===== src/rtl/chan_tick_pkg.sv =====
package chan_tick_pkg;
  localparam int NUM_GRP = 2;

  // Channels below the split point belong to prescaler group 0.
  function automatic int grp_of(input int ch, input int split);
    return (ch < split) ? 0 : 1;
  endfunction

  // log2 of the divide ratio after adding the base offset and clamping.
  function automatic int ratio_log(input int code, input int base, input int max_log);
    int s;
    s = code + base;
    if (s > max_log) s = max_log;
    return s;
  endfunction
endpackage


===== src/rtl/chan_tick_prescaler.sv =====
module chan_tick_prescaler #(
  parameter int W = 8
) (
  input  logic         clk,
  input  logic         rst,
  input  logic [W-1:0] reload_val,
  output logic [W-1:0] cnt_o,
  output logic         pulse_o
);
  logic [W-1:0] cnt_q;
  logic         pulse_q;

  // Down counter: it loads the live field when it reaches zero and pulses in that cycle.
  always_ff @(posedge clk) begin
    if (rst) begin
      cnt_q   <= '0;
      pulse_q <= 1'b0;
    end else if (cnt_q == '0) begin
      cnt_q   <= reload_val;
      pulse_q <= 1'b1;
    end else begin
      cnt_q   <= cnt_q - W'(1);
      pulse_q <= 1'b0;
    end
  end

  assign cnt_o   = cnt_q;
  assign pulse_o = pulse_q;
endmodule


===== src/rtl/chan_tick_divider.sv =====
module chan_tick_divider
  import chan_tick_pkg::*;
#(
  parameter int SEL_W    = 4,
  parameter int DIV_BASE = 1,
  parameter int MAX_LOG  = 4
) (
  input  logic             clk,
  input  logic             rst,
  input  logic             step_i,
  input  logic [SEL_W-1:0] sel_i,
  output logic             tick_o
);
  localparam int CNT_W = (MAX_LOG < 1) ? 1 : MAX_LOG;

  logic [CNT_W-1:0] cnt_q;
  logic [CNT_W-1:0] reload_cnt;
  logic             tick_q;

  // Convert the selector code to ratio-1 once, at reload time.
  always_comb begin
    int lg;
    int lim;
    lg         = ratio_log(int'(sel_i), DIV_BASE, MAX_LOG);
    lim        = (1 << lg) - 1;
    reload_cnt = CNT_W'(lim);
  end

  always_ff @(posedge clk) begin
    if (rst) begin
      cnt_q  <= '0;
      tick_q <= 1'b0;
    end else if (step_i) begin
      if (cnt_q == '0) begin
        cnt_q  <= reload_cnt;
        tick_q <= 1'b1;
      end else begin
        cnt_q  <= cnt_q - CNT_W'(1);
        tick_q <= 1'b0;
      end
    end else begin
      tick_q <= 1'b0;
    end
  end

  assign tick_o = tick_q;
endmodule


===== src/rtl/chan_tick_gen.sv =====
module chan_tick_gen
  import chan_tick_pkg::*;
#(
  parameter int NUM_CH   = 5,
  parameter int SPLIT    = 2,
  parameter int PRE_W    = 8,
  parameter int SEL_W    = 4,
  parameter int REG_W    = 32,
  parameter int DIV_BASE = 1,
  parameter int MAX_LOG  = 4
) (
  input  logic             clk,
  input  logic             rst,
  input  logic             cfg_we,
  input  logic             cfg_addr,
  input  logic [REG_W-1:0] cfg_wdata,
  output logic [NUM_CH-1:0] tick_o
);
  localparam int PRE_BITS = NUM_GRP * PRE_W;
  localparam int SEL_BITS = NUM_CH * SEL_W;

  logic [PRE_BITS-1:0]              pre_reg;
  logic [SEL_BITS-1:0]              sel_reg;
  logic [NUM_GRP-1:0][PRE_W-1:0]    pre_cnt;
  logic [NUM_GRP-1:0]               pre_pulse;
  logic [NUM_CH-1:0]                tick_d;

  // Configuration words; only the bits that are decoded are kept.
  always_ff @(posedge clk) begin
    if (rst) begin
      pre_reg <= '0;
      sel_reg <= '0;
    end else if (cfg_we) begin
      if (cfg_addr) sel_reg <= cfg_wdata[SEL_BITS-1:0];
      else          pre_reg <= cfg_wdata[PRE_BITS-1:0];
    end
  end

  for (genvar g = 0; g < NUM_GRP; g++) begin : g_pre
    chan_tick_prescaler #(.W(PRE_W)) u_pre (
      .clk        (clk),
      .rst        (rst),
      .reload_val (pre_reg[g*PRE_W +: PRE_W]),
      .cnt_o      (pre_cnt[g]),
      .pulse_o    (pre_pulse[g])
    );
  end

  for (genvar c = 0; c < NUM_CH; c++) begin : g_ch
    localparam int GRP = grp_of(c, SPLIT);
    chan_tick_divider #(
      .SEL_W    (SEL_W),
      .DIV_BASE (DIV_BASE),
      .MAX_LOG  (MAX_LOG)
    ) u_div (
      .clk    (clk),
      .rst    (rst),
      .step_i (pre_pulse[GRP]),
      .sel_i  (sel_reg[c*SEL_W +: SEL_W]),
      .tick_o (tick_d[c])
    );
  end

  assign tick_o = tick_d;
endmodule


===== config.mk =====
export PLATFORM = sky130hd
export DESIGN_NAME = chan_tick_gen
export DESIGN_NICKNAME = d
export VERILOG_FILES = /design/src/rtl/chan_tick_pkg.sv /design/src/rtl/chan_tick_prescaler.sv /design/src/rtl/chan_tick_divider.sv /design/src/rtl/chan_tick_gen.sv
export SDC_FILE = /design/constraint.sdc
export NUM_CORES = 1
export LEC_CHECK = 0
export BUFFER_PORTS_ARGS = -buffer_cell sky130_fd_sc_hd__buf_2
export CORE_UTILIZATION = 50
export CTS_CLUSTER_SIZE = 8
export DETAILED_ROUTE_END_ITERATION = 8
export HOLD_SLACK_MARGIN = 0.02
export PLACE_DENSITY = 0.73
export SETUP_SLACK_MARGIN = 0.5
export SYNTH_ARGS = -nofsm -noshare
export SYNTH_HDL_FRONTEND = slang
export SYNTH_HIERARCHICAL = 1
export SYNTH_SLANG_ARGS = --single-unit

===== constraint.sdc =====
create_clock -name clk -period 3.35 [get_ports clk]
set_input_delay 0.1675 -clock clk [delete_from_list [all_inputs] [get_ports clk]]
set_output_delay 0.1675 -clock clk [all_outputs]
set_load 0.03 [all_outputs]

==> results of run 1 <==
power groups by stage:
stage	sequential (mW)	clock (mW)	combinational, mW
finish	1.31	0.814	1.26
global route	1.34	0.876	1.41
CTS	1.31	0.835	1.27
detailed placement	1.33	0	1.25
global placement	1.32	0	1.21
floorplan	1.30	0	1.07
cells in the final DEF (no fill, tap or decap), types with 6 or more instances in the layout:
cell and instances:
o21ai_0 7, ha_1 24, buf_2 28, or2b_1 6
nor4_1 12, o31ai_1 9, or3_1 11, or4_1 7
inv_1 33, mux2i_1 42, nand2b_1 59, a211oi_1 7
xor2_1 10, dfxtp_1 79, nand2_1 17, nor3_1 25
clkbuf_8 12, a21bo_2 6, nor3b_1 7, nor2_1 24
a21oi_1 23
tightest hold or removal path, cell delays in order:
cell and delay, ns:
buf_2 0.09, nand3_1 0.06, a21oi_1 0.05
Yosys cell counts, types with 4 or more instances:
cell type  number
dfxtp_1        79
nand2b_1       59
mux2i_1        42
inv_1          33
nor3_1         25
ha_1           24
nor2_1         24
a21oi_1        23
nand2_1        17
nor4_1         12
or3_1          11
xor2_1         10
clkbuf_1        9
o31ai_1         9
a211oi_1        7
nor3b_1         7
o21ai_0         7
or4_1           7
a21bo_2         6
or2b_1          6
a311oi_1        5
and2_2          5
and3_1          5
o2bb2ai_1       5
or4_2           5
a211oi_2        4
a311oi_2        4
buf_6           4
nand3_1         4
xnor2_1         4
cells by family after synthesis:
group	after synthesis	synth area share (%)
AOI/OAI and AO/OA	80	13.6
xor gates and xnor gates	14	2.78
adders and majority gates	24	6.82
buffers and inverters	52	5.63
DFF	79	35.9
muxes	42	9.55
and+or+nand+nor	194	25.7
how the worst max path moves through the flow:
stage                           start                endpoint  slack [ns]  depth (start not counted)
after floorplan            sel_reg[0]  g_ch[0].u_div/cnt_q[2]        0.88                          7
after global placement     sel_reg[4]  g_ch[1].u_div/cnt_q[2]        0.78                          7
after detailed placement   sel_reg[8]  g_ch[2].u_div/cnt_q[2]        0.72                          7
after CTS                 sel_reg[16]  g_ch[4].u_div/cnt_q[2]        0.69                          7
after global routing       sel_reg[8]  g_ch[2].u_div/cnt_q[2]        0.55                          7
final                     sel_reg[16]  g_ch[4].u_div/cnt_q[2]        0.70                          7
layout make-up:
cell class                 instances  share of cell area (%)
inverter                          33                    2.58
sequential                        79                    32.9
timing repair buffer              29                    3.34
clock inverter                     3                    1.35
clock buffer                      12                    3.44
multi-input combinational        354                    53.6
tap                              105                    2.74
through the flow:
step | area [um^2] | util, % | hold slack, ns
finish | 4800 | 57.3 | 0.0676
global route | 4800 | 57.3 | 0.0787
CTS | 4800 | 57.3 | 0.0542
detailed placement | 4570 | 54.5 | 0.435
global placement | 4570 | 54.5 | 0.418
floorplan | 4400 | - | 0.240
routing by layer:
metal,vias to the layer above,track usage (%)
met3,13,3.71
met5,-,0
met4,0,8.71
met1,1563,25.3
met2,50,32.7
li1,1766,-
==> results.txt, run 1 <==
Largest stage delay on the critical path: 0.66 ns
Seq/Total Area, Yosys: 35.9%
Setup repair bufs after CTS: 0
Via count: 3392
Crit path buf inv count: 0
Sw Share: 36.1%
Initial Util: 52.5%
Grt total ovfl: 0
Initial DRC Count: 156
Multi-input gate area: 2570 um^2
Hold Fails Final Rpt: 0
Area share of the largest cell type after synthesis: 35.9%
CP max stage cell: or4_2
Worst-skew pair later-pin latency: 0.36 ns
Hold Path Stages: 3
Crit share post-route: 79.0%
Syn avg cell area: 9.08 um^2
Vias in the first global route: 3132
Placer Congestion: 0.802
Cell variety after synth: 44
Highest metal used: met4
Layout area overhead: 9.03%
Worst Path Arrival: 2.91 ns
# diodes: 0
Worst Clk Skew: 0.0109 ns
Total global-route track usage: 19.9%
CTS root buf: clkbuf_8
Post-synth EDFFs: 0
Outcome: finished clean
Setup_tns: 0 ns
Type of the tightest min-delay check: in2reg
Worst Path Required: 3.62 ns
CP Cell Sequence: ha_1 -> xor2_1 -> a21oi_1 -> or4_2 -> ha_1 -> or4_1 -> a311oi_1
Setup crit end kind: flip-flop
Peak supply drop: 267 uV
Layout cells sized above 1: 14.1%
Cell Count, Final, Fillers Out: 615
Crit Path Class: reg2reg
Die width: 95.9 um
Synth Flop Type: dfxtp_1
Die height: 95.9 um
Dpl ws: 0.716 ns
Initial antenna violation count: 0
Int Pwr: 2.16 mW
Total wire length: 8320 um
Synth warn: 6
# setup viols final: 0
RSZ-0062 raised after global routing: false
Hold_sp: cfg_wdata[18]
Most frequent CP cell: ha_1
Power density over the cells: 705 nW/um^2
Ys async rst share: 0%
Post-Synthesis Cells: 485
First-pass GRT wire length: 14200 um
Clock sinks: 79
Setup WS post-layout: 0.705 ns
Core Rows: 33
Metal1 wirelength: 4050 um
Metal3 WL: 263 um
Die ar.: 9190 um^2
Buffers on Ports: 28
Gate power share: 37.3%
CTS buffer count: 9
Max Transition Viols Final: 0
WL/cell: 13.5 um
Pwr Total: 3.39 mW
Core area: 8380 um^2
H-tree levels: 3
First-pass detailed-route iteration total: 4
MaxCap Viol Count: 0
Clock transition at the registers of the reported paths: 0.08 ns
Post-route ant nets: 0
FF/Latch Area: 1580 um^2
Crit path max-delay family: simple AND/OR/NAND/NOR gates
Worst Path Max Fanout: 5
Filler cells: 746
# hold bufs at CTS: 0
Cell area after synthesis: 4400 um^2
Mapped Nets: 545
FF-to-FF Start: sel_reg[16]
Fin crit period: 2.65 ns
Worst reg2reg path endpoint: g_ch[4].u_div/cnt_q[2]
CTS tree: built
I/O pins: 41
Normalized max-slew margin: 66.0%
Clock group share of total power: 24.0%
FF-to-FF path depth: 7
Final nets: 566
Post-CTS sizing: 0
Slew @ Worst Pin: 0.506 ns
# DRC: 0
Worst setup SP type: flip-flop
Area leader, netlist: dfxtp_1
Drt via density: 5.52
Reg2reg setup slack: 0.70 ns
Leak: 1.99 nW
Synth top area cells: dfxtp_1 (36%), mux2i_1 (9.5%), nand2b_1 (8.4%)
Met2 WL: 3830 um
Placed cell count: 600
Hold Path End: sel_reg[18]
Largest net degree at the start of global routing: 77
Seq pwr share: 38.7%
CTS max path bufs: 2
Seq cells post-synth: 79
Psw: 1.22 mW
Post-DP HPWL: 5870 um
F_max: 378 MHz
Note: power is estimated with default switching activity, not from simulation.
==> inputs of run 2 (changes only) <==
--- a/config.mk
+++ b/config.mk
@@ -5,6 +5,7 @@
 export SDC_FILE = /design/constraint.sdc
 export NUM_CORES = 1
 export LEC_CHECK = 0
+export ABC_AREA = 1
 export BUFFER_PORTS_ARGS = -buffer_cell sky130_fd_sc_hd__buf_2
 export CORE_UTILIZATION = 50
 export CTS_CLUSTER_SIZE = 8
==> constraint.sdc (replaced) <==
create_clock -name clk -period 2.6 [get_ports clk]
set_input_delay 0.13 -clock clk [delete_from_list [all_inputs] [get_ports clk]]
set_output_delay 0.13 -clock clk [all_outputs]
set_load 0.03 [all_outputs]
==> run 2 against run 1 <==
Compared with the run above: the flow now finishes with violations (DRC); utilization is 0.81 points higher; combinational power increased by 32%; hold slack worse by 0.037 ns; sequential share of layout area down 2.1 points; area after synthesis grew 5.7%; first-iteration DRC count grew 34%; wire length rose by 16%; clock skew hardly changed; critical path depth increased by 6; sequential power up 25%; flip-flop and latch count did not move; largest cell class unchanged.
==> results.txt, run 2 <==
MaxCap Viol Count: 0
Max Transition Viols Final: 0
Commonest non-fill, non-tap cell in the layout: nand2_1
Worst-skew pair later-pin latency: 0.35 ns
Worst Path Max Fanout: 5
Die height: 98.5 um
Syn avg cell area: 6.73 um^2
Type of the tightest min-delay check: in2reg
Cell variety after synth: 28
Top cells by count, synth: nand2_1 (149), inv_1 (108), dfxtp_1 (79), nand3_1 (78), nor2_1 (70)
Cell area after synthesis: 4650 um^2
Normalized max-slew margin: 51.2%
Worst setup SP type: flip-flop
Core Rows: 34
Worst Path Arrival: 2.23 ns
Synth warn: 6
Total global-route track usage: 20.8%
I/O pins: 41
Post-route ant nets: 0
Die ar.: 9700 um^2
Setup crit end kind: flip-flop
First-pass GRT wire length: 16400 um
Placer Congestion: 0.820
# DRC: 2
Seq cells post-synth: 79
Post-synth EDFFs: 0
H-tree levels: 3
Crit path max-delay family: simple AND/OR/NAND/NOR gates
Synth Area in Simple Gates: 36.0%
Layout area overhead: 10.5%
Most frequent cells in the layout: nand2_1 (149), inv_1 (108), nand3_1 (78), dfxtp_1 (78), nor2_1 (70)
CTS tree: built
Busiest metal layer after global routing: met2
RSZ-0062 raised after global routing: false
FF/Latch Area: 1580 um^2
Multi-input gate area: 2520 um^2
Worst Clk Skew: 0.0113 ns
First-pass detailed-route iteration total: 7
Hold Fails Final Rpt: 0
Ys async rst share: 0%
Worst Setup SP: sel_reg[0]
Post-DP HPWL: 7120 um
Largest stage delay on the critical path: 0.36 ns
Clock sinks: 79
Area leader, netlist: dfxtp_1
WL/cell: 11.6 um
Initial Util: 52.6%
CTS buffer count: 9
Slew @ Worst Pin: 0.731 ns
CP Cell Sequence: ha_1 -> inv_1 -> nand2_2 -> nand2_1 -> nand2_1 -> nor2_2 -> nand2_1 -> inv_2 -> nand3_1 -> ha_1 -> nor2_1 -> o221ai_1 -> inv_1
Post-synthesis mux area share: 0%
Total wire length: 9670 um
Largest family of logic cells by synthesized area: simple AND/OR/NAND/NOR gates
Pwr Total: 4.48 mW
Area share of fa/ha/maj cells after synthesis: 6.45%
FF-to-FF Start: sel_reg[0]
Crit share post-route: 74.2%
Post-Synthesis Cells: 692
Area share of the largest cell type after synthesis: 34.0%
CTS root buf: clkbuf_8
Drt via density: 5.15
Leak: 2.46 nW
Initial DRC Count: 209
Final nets: 781
Fin area: 5140 um^2
CP max stage cell: dfxtp_1
Crit Path Class: reg2reg
Hold_sp: cfg_wdata[12]
Met2 Use GR: 36.8%
Failing checks: DRC
Largest net degree at the start of global routing: 24
Count leader, synth: nand2_1
Crit path buf inv count: 3
Global Route met3 Usage: 6.45%
Via count: 4292
Grt total ovfl: 0
Filler cells: 862
# setup viols final: 0
Worst Path Required: 2.90 ns
Synth Area in Compound Gates: 11.3%
Outcome: finished, violations left
Final Util: 58.1%
Mapped Nets: 752
Peak supply drop: 467 uV
Setup_tns: 0 ns
Synth Flop Type: dfxtp_1
Layout cells sized above 1: 16.5%
# diodes: 0
Fin crit period: 1.93 ns
Power density over the cells: 871 nW/um^2
Clock transition at the registers of the reported paths: 0.08 ns
Seq/Total Area, Yosys: 34.0%
M1 GR Usage: 24.0%
Die width: 98.5 um
Dpl cell area: 4870 um^2
Synth top area cells: dfxtp_1 (34%), nand2_1 (12%), inv_1 (8.7%)
Synth Area in XOR/XNOR: 0.376%
CTS max path bufs: 2
Most frequent CP cell: nand2_1
Initial antenna violation count: 1
Core area: 8850 um^2
F_max: 518 MHz
Vias in the first global route: 3939
Buffers on Ports: 28
## run 2: cell types whose count changed after synthesis, sizes merged, moves of 24 or more
cell    delta
a21oi     +24
inv       +86
mux2i     -42
nand2    +153
nand2b    -59
nand3     +84
nor2      +58
## run 2: area by class of cell
| cell class | instances | share of cell area (%) |
|---|---|---|
| Clock buffer | 10 | 2.48 |
| Clock inverter | 6 | 2.58 |
| Inverter | 126 | 9.25 |
| Multi-Input combinational cell | 474 | 49.1 |
| Sequential cell | 79 | 30.8 |
| Tap cell | 108 | 2.63 |
| Timing Repair Buffer | 31 | 3.21 |
## run 2: power by group
group | total, mW | internal, mW | switching, mW
clock | 1.18 | 0.734 | 0.447
sequential | 1.64 | 1.43 | 0.212
combinational | 1.66 | 0.593 | 1.07
total | 4.48 | 2.76 | 1.72
## run 2: through the flow
stage	std cells	setup slack (ns)	hold WS, ns
after global placement	817	0.794	0.390
after CTS	834	0.666	0.0203
after floorplan	692	0.908	0.219
final	834	0.671	0.0304
after detailed placement	817	0.673	0.400
after global routing	834	0.519	0.0217
## run 2: worst paths after layout
kind / to / slack [ns] / depth (start not counted)
max reg2reg: g_ch[0].u_div/cnt_q[1] / 0.67 / 13
min: sel_reg[12] / 0.03 / 3
max: g_ch[0].u_div/cnt_q[1] / 0.67 / 13
min reg2reg: g_pre[0].u_pre/cnt_o[4] / 0.46 / 2
## run 2: timing repair
| item | 4_1_cts | 5_1_grt |
|---|---|---|
| setup endpoints to repair | 0 | 1 |
| hold buffers | 1 | 0 |
| buffers inserted | 0 | 0 |
| resized for setup | 0 | 1 |
| hold endpoints to repair | 1 | 0 |
## run 2: kinds of logic after synthesis
group,after synthesis
compound gates,88
xor+xnor,2
fa+ha+maj,24
buf+inv,139
flops,79
simple gates,360
## run 2: worst reg2reg max path, delay by kind of cell, from the launching register on
kind	cells	cell delay (ns)
buffers and inverters	3	0.22
adder cells (fa/ha/maj)	2	0.53
AO/OA/AOI/OAI	1	0.12
AND/OR/NAND/NOR	7	0.64
flip-flops	1	0.36
## run 2: per-layer routing
layer | vias up | share of wire [%] | wire [um]
met2 | 86 | 47 | 4580
met5 | - | 0.083 | 8
met4 | 2 | 1.0 | 101
met3 | 10 | 5.7 | 549
met1 | 1942 | 46 | 4420
li1 | 2252 | - | -
==> inputs of run 3 (changes only) <==
--- a/config.mk
+++ b/config.mk
@@ -5,13 +5,13 @@
 export SDC_FILE = /design/constraint.sdc
 export NUM_CORES = 1
 export LEC_CHECK = 0
-export ABC_AREA = 1
+export ABC_AREA = 0
 export BUFFER_PORTS_ARGS = -buffer_cell sky130_fd_sc_hd__buf_2
 export CORE_UTILIZATION = 50
 export CTS_CLUSTER_SIZE = 8
 export DETAILED_ROUTE_END_ITERATION = 8
 export HOLD_SLACK_MARGIN = 0.02
-export PLACE_DENSITY = 0.73
+export PLACE_DENSITY = 0.76
 export SETUP_SLACK_MARGIN = 0.5
 export SYNTH_ARGS = -nofsm -noshare
 export SYNTH_HDL_FRONTEND = slang
==> constraint.sdc (replaced) <==
create_clock -name clk -period 1.59 [get_ports clk]
set_input_delay 0.0795 -clock clk [delete_from_list [all_inputs] [get_ports clk]]
set_output_delay 0.0795 -clock clk [all_outputs]
set_load 0.03 [all_outputs]
==> run 3 against run 2 <==
Compared with the run above: largest power group unchanged; critical path type unchanged; die area fell by 5.3%; the run ends with setup timing left; flip-flop and latch count did not move; sequential share of layout area fell by 4.0 points.
==> results.txt, run 3 (synthesized netlist as in run 1, its figures left out) <==
Outcome: finished, violations left
Failing checks: setup timing
Largest net degree at the start of global routing: 40
Hold Path End: pre_reg[13]
CTS tree: built
Via count: 3895
H-tree levels: 3
Setup crit end kind: flip-flop
Crit Path Class: reg2reg
Reg2reg setup slack: -0.65 ns
CTS max path bufs: 2
Total wire length: 10900 um
Crit share post-route: 141%
Normalized max-slew margin: 65.1%
FF-to-FF path depth: 7
Core Rows: 33
Met2 Use GR: 44.9%
Worst reg2reg path endpoint: g_ch[4].u_div/cnt_q[2]
Busiest metal layer after global routing: met2
M1 GR Usage: 30.1%
CP Cell Sequence: ha_4 -> xor2_2 -> a21oi_2 -> or4_4 -> ha_4 -> or4_4 -> a311oi_2
Vias in the first global route: 4043
Hold Path Stages: 3
Hold Fails Final Rpt: 0
Commonest non-fill, non-tap cell in the layout: buf_4
Hold_sp: cfg_wdata[13]
Max Transition Viols Final: 0
Worst Path Required: 1.86 ns
Slew @ Worst Pin: 0.519 ns
Final nets: 652
Leak: 2.49 nW
Buffers on Ports: 28
Hold WS: 0.0315 ns
Initial antenna violation count: 0
Placer Congestion: 0.803
Type of the tightest min-delay check: in2reg
Worst setup SP type: flip-flop
Initial DRC Count: 185
Layout cells sized above 1: 40.2%
Dpl ws: -0.721 ns
I/O pins: 41
MaxCap Viol Count: 0
Die width: 95.9 um
# diodes: 0
Post-route ant nets: 0
Die height: 95.9 um
First-pass GRT wire length: 18200 um
Clock transition at the registers of the reported paths: 0.09 ns
Final Util: 72.7%
Crit path max-delay family: simple AND/OR/NAND/NOR gates
# setup viols final: 11
F_max: 446 MHz
# DRC: 0
Post-DP HPWL: 6680 um
Core area: 8380 um^2
Global Route met3 Usage: 4.03%
Largest stage delay on the critical path: 0.56 ns
Crit path buf inv count: 0
Grt total ovfl: 0
Clock sinks: 79
WL/cell: 15.5 um
Worst Path Max Fanout: 4
Worst Clk Skew: 0.0132 ns
Worst-skew pair later-pin latency: 0.36 ns
CP max stage cell: or4_4
Most frequent cells in the layout: buf_4 (62), nand2b_1 (59), dfxtp_1 (59)
FF-to-FF Start: sel_reg[17]
Setup_tns: -4.77 ns
Power density over the cells: 1410 nW/um^2
First-pass detailed-route iteration total: 4
Fin crit period: 2.24 ns
CTS buffer count: 9
RSZ-0062 raised after global routing: true
Setup WS post-layout: -0.653 ns
Worst Path Arrival: 2.51 ns
Peak supply drop: 1270 uV
Die ar.: 9190 um^2
Total global-route track usage: 25.4%
Initial Util: 52.5%
Layout area overhead: 38.3%
Drt via density: 5.55
CTS root buf: clkbuf_8
run 3: cell types whose count changed in the layout (fill, tap and decap cells not counted), sizes merged, moves of 42 or more:
cell	before	now
nand2	171	18
nand3	88	4
nand2b	0	59
nor2	82	24
inv	119	34
mux2i	0	42
buf	30	104
run 3: metal layers:
metal / vias to the layer above / wire length [um]
met3: 32 / 377
li1: 1928 / -
met4: 0 / 341
met1: 1862 / 4750
met2: 73 / 5430
met5: - / 0
run 3: worst register-to-register path, delay by kind of cell, from the launching register on:
kind | cells | cell delay (ns)
XOR/XNOR | 1 | 0.17
flip-flops | 1 | 0.38
AND/OR/NAND/NOR | 2 | 0.97
adder cells (fa/ha/maj) | 2 | 0.34
AO/OA/AOI/OAI | 2 | 0.31
run 3: layout make-up:
cell class,count,area (um^2)
Clock buffer,12,156
Sequential cell,79,1630
Timing Repair Buffer,115,898
Fill cell,569,2290
Clock inverter,4,27.5
Tap cell,105,131
Inverter,33,126
Multi-Input combinational cell,354,3120
run 3: stage by stage:
stage / instance area [um^2] / power, mW / cells
after floorplan: 4740 / 5.38 / 485
after global placement: 5270 / 6.02 / 653
after detailed placement: 5270 / 6.15 / 653
after CTS: 5930 / 8.17 / 698
after global routing: 6090 / 9.13 / 702
final: 6090 / 8.59 / 702
run 3: power breakdown:
group | internal, mW | total, mW | switching (mW)
logic | 2.22 | 4.41 | 2.20
registers | 2.37 | 2.74 | 0.374
clock network | 0.665 | 1.43 | 0.764
run 3: worst max path at each step:
stage / from / end / depth (start not counted)
after global placement: sel_reg[1] / g_ch[0].u_div/cnt_q[2] / 7
after global routing: sel_reg[0] / g_ch[0].u_div/cnt_q[2] / 7
after floorplan: sel_reg[1] / g_ch[0].u_div/cnt_q[2] / 7
after detailed placement: sel_reg[17] / g_ch[4].u_div/cnt_q[2] / 7
after CTS: sel_reg[17] / g_ch[4].u_div/cnt_q[2] / 7
final: sel_reg[17] / g_ch[4].u_div/cnt_q[2] / 7
run 3: what timing repair did:
item,CTS,global route
endpoints found under the hold margin,16,0
pin swaps,23,7
hold buffers,11,0
gates resized for setup,56,25
cloned,0,0
buffers inserted,18,4
endpoints found under the setup margin,43,43
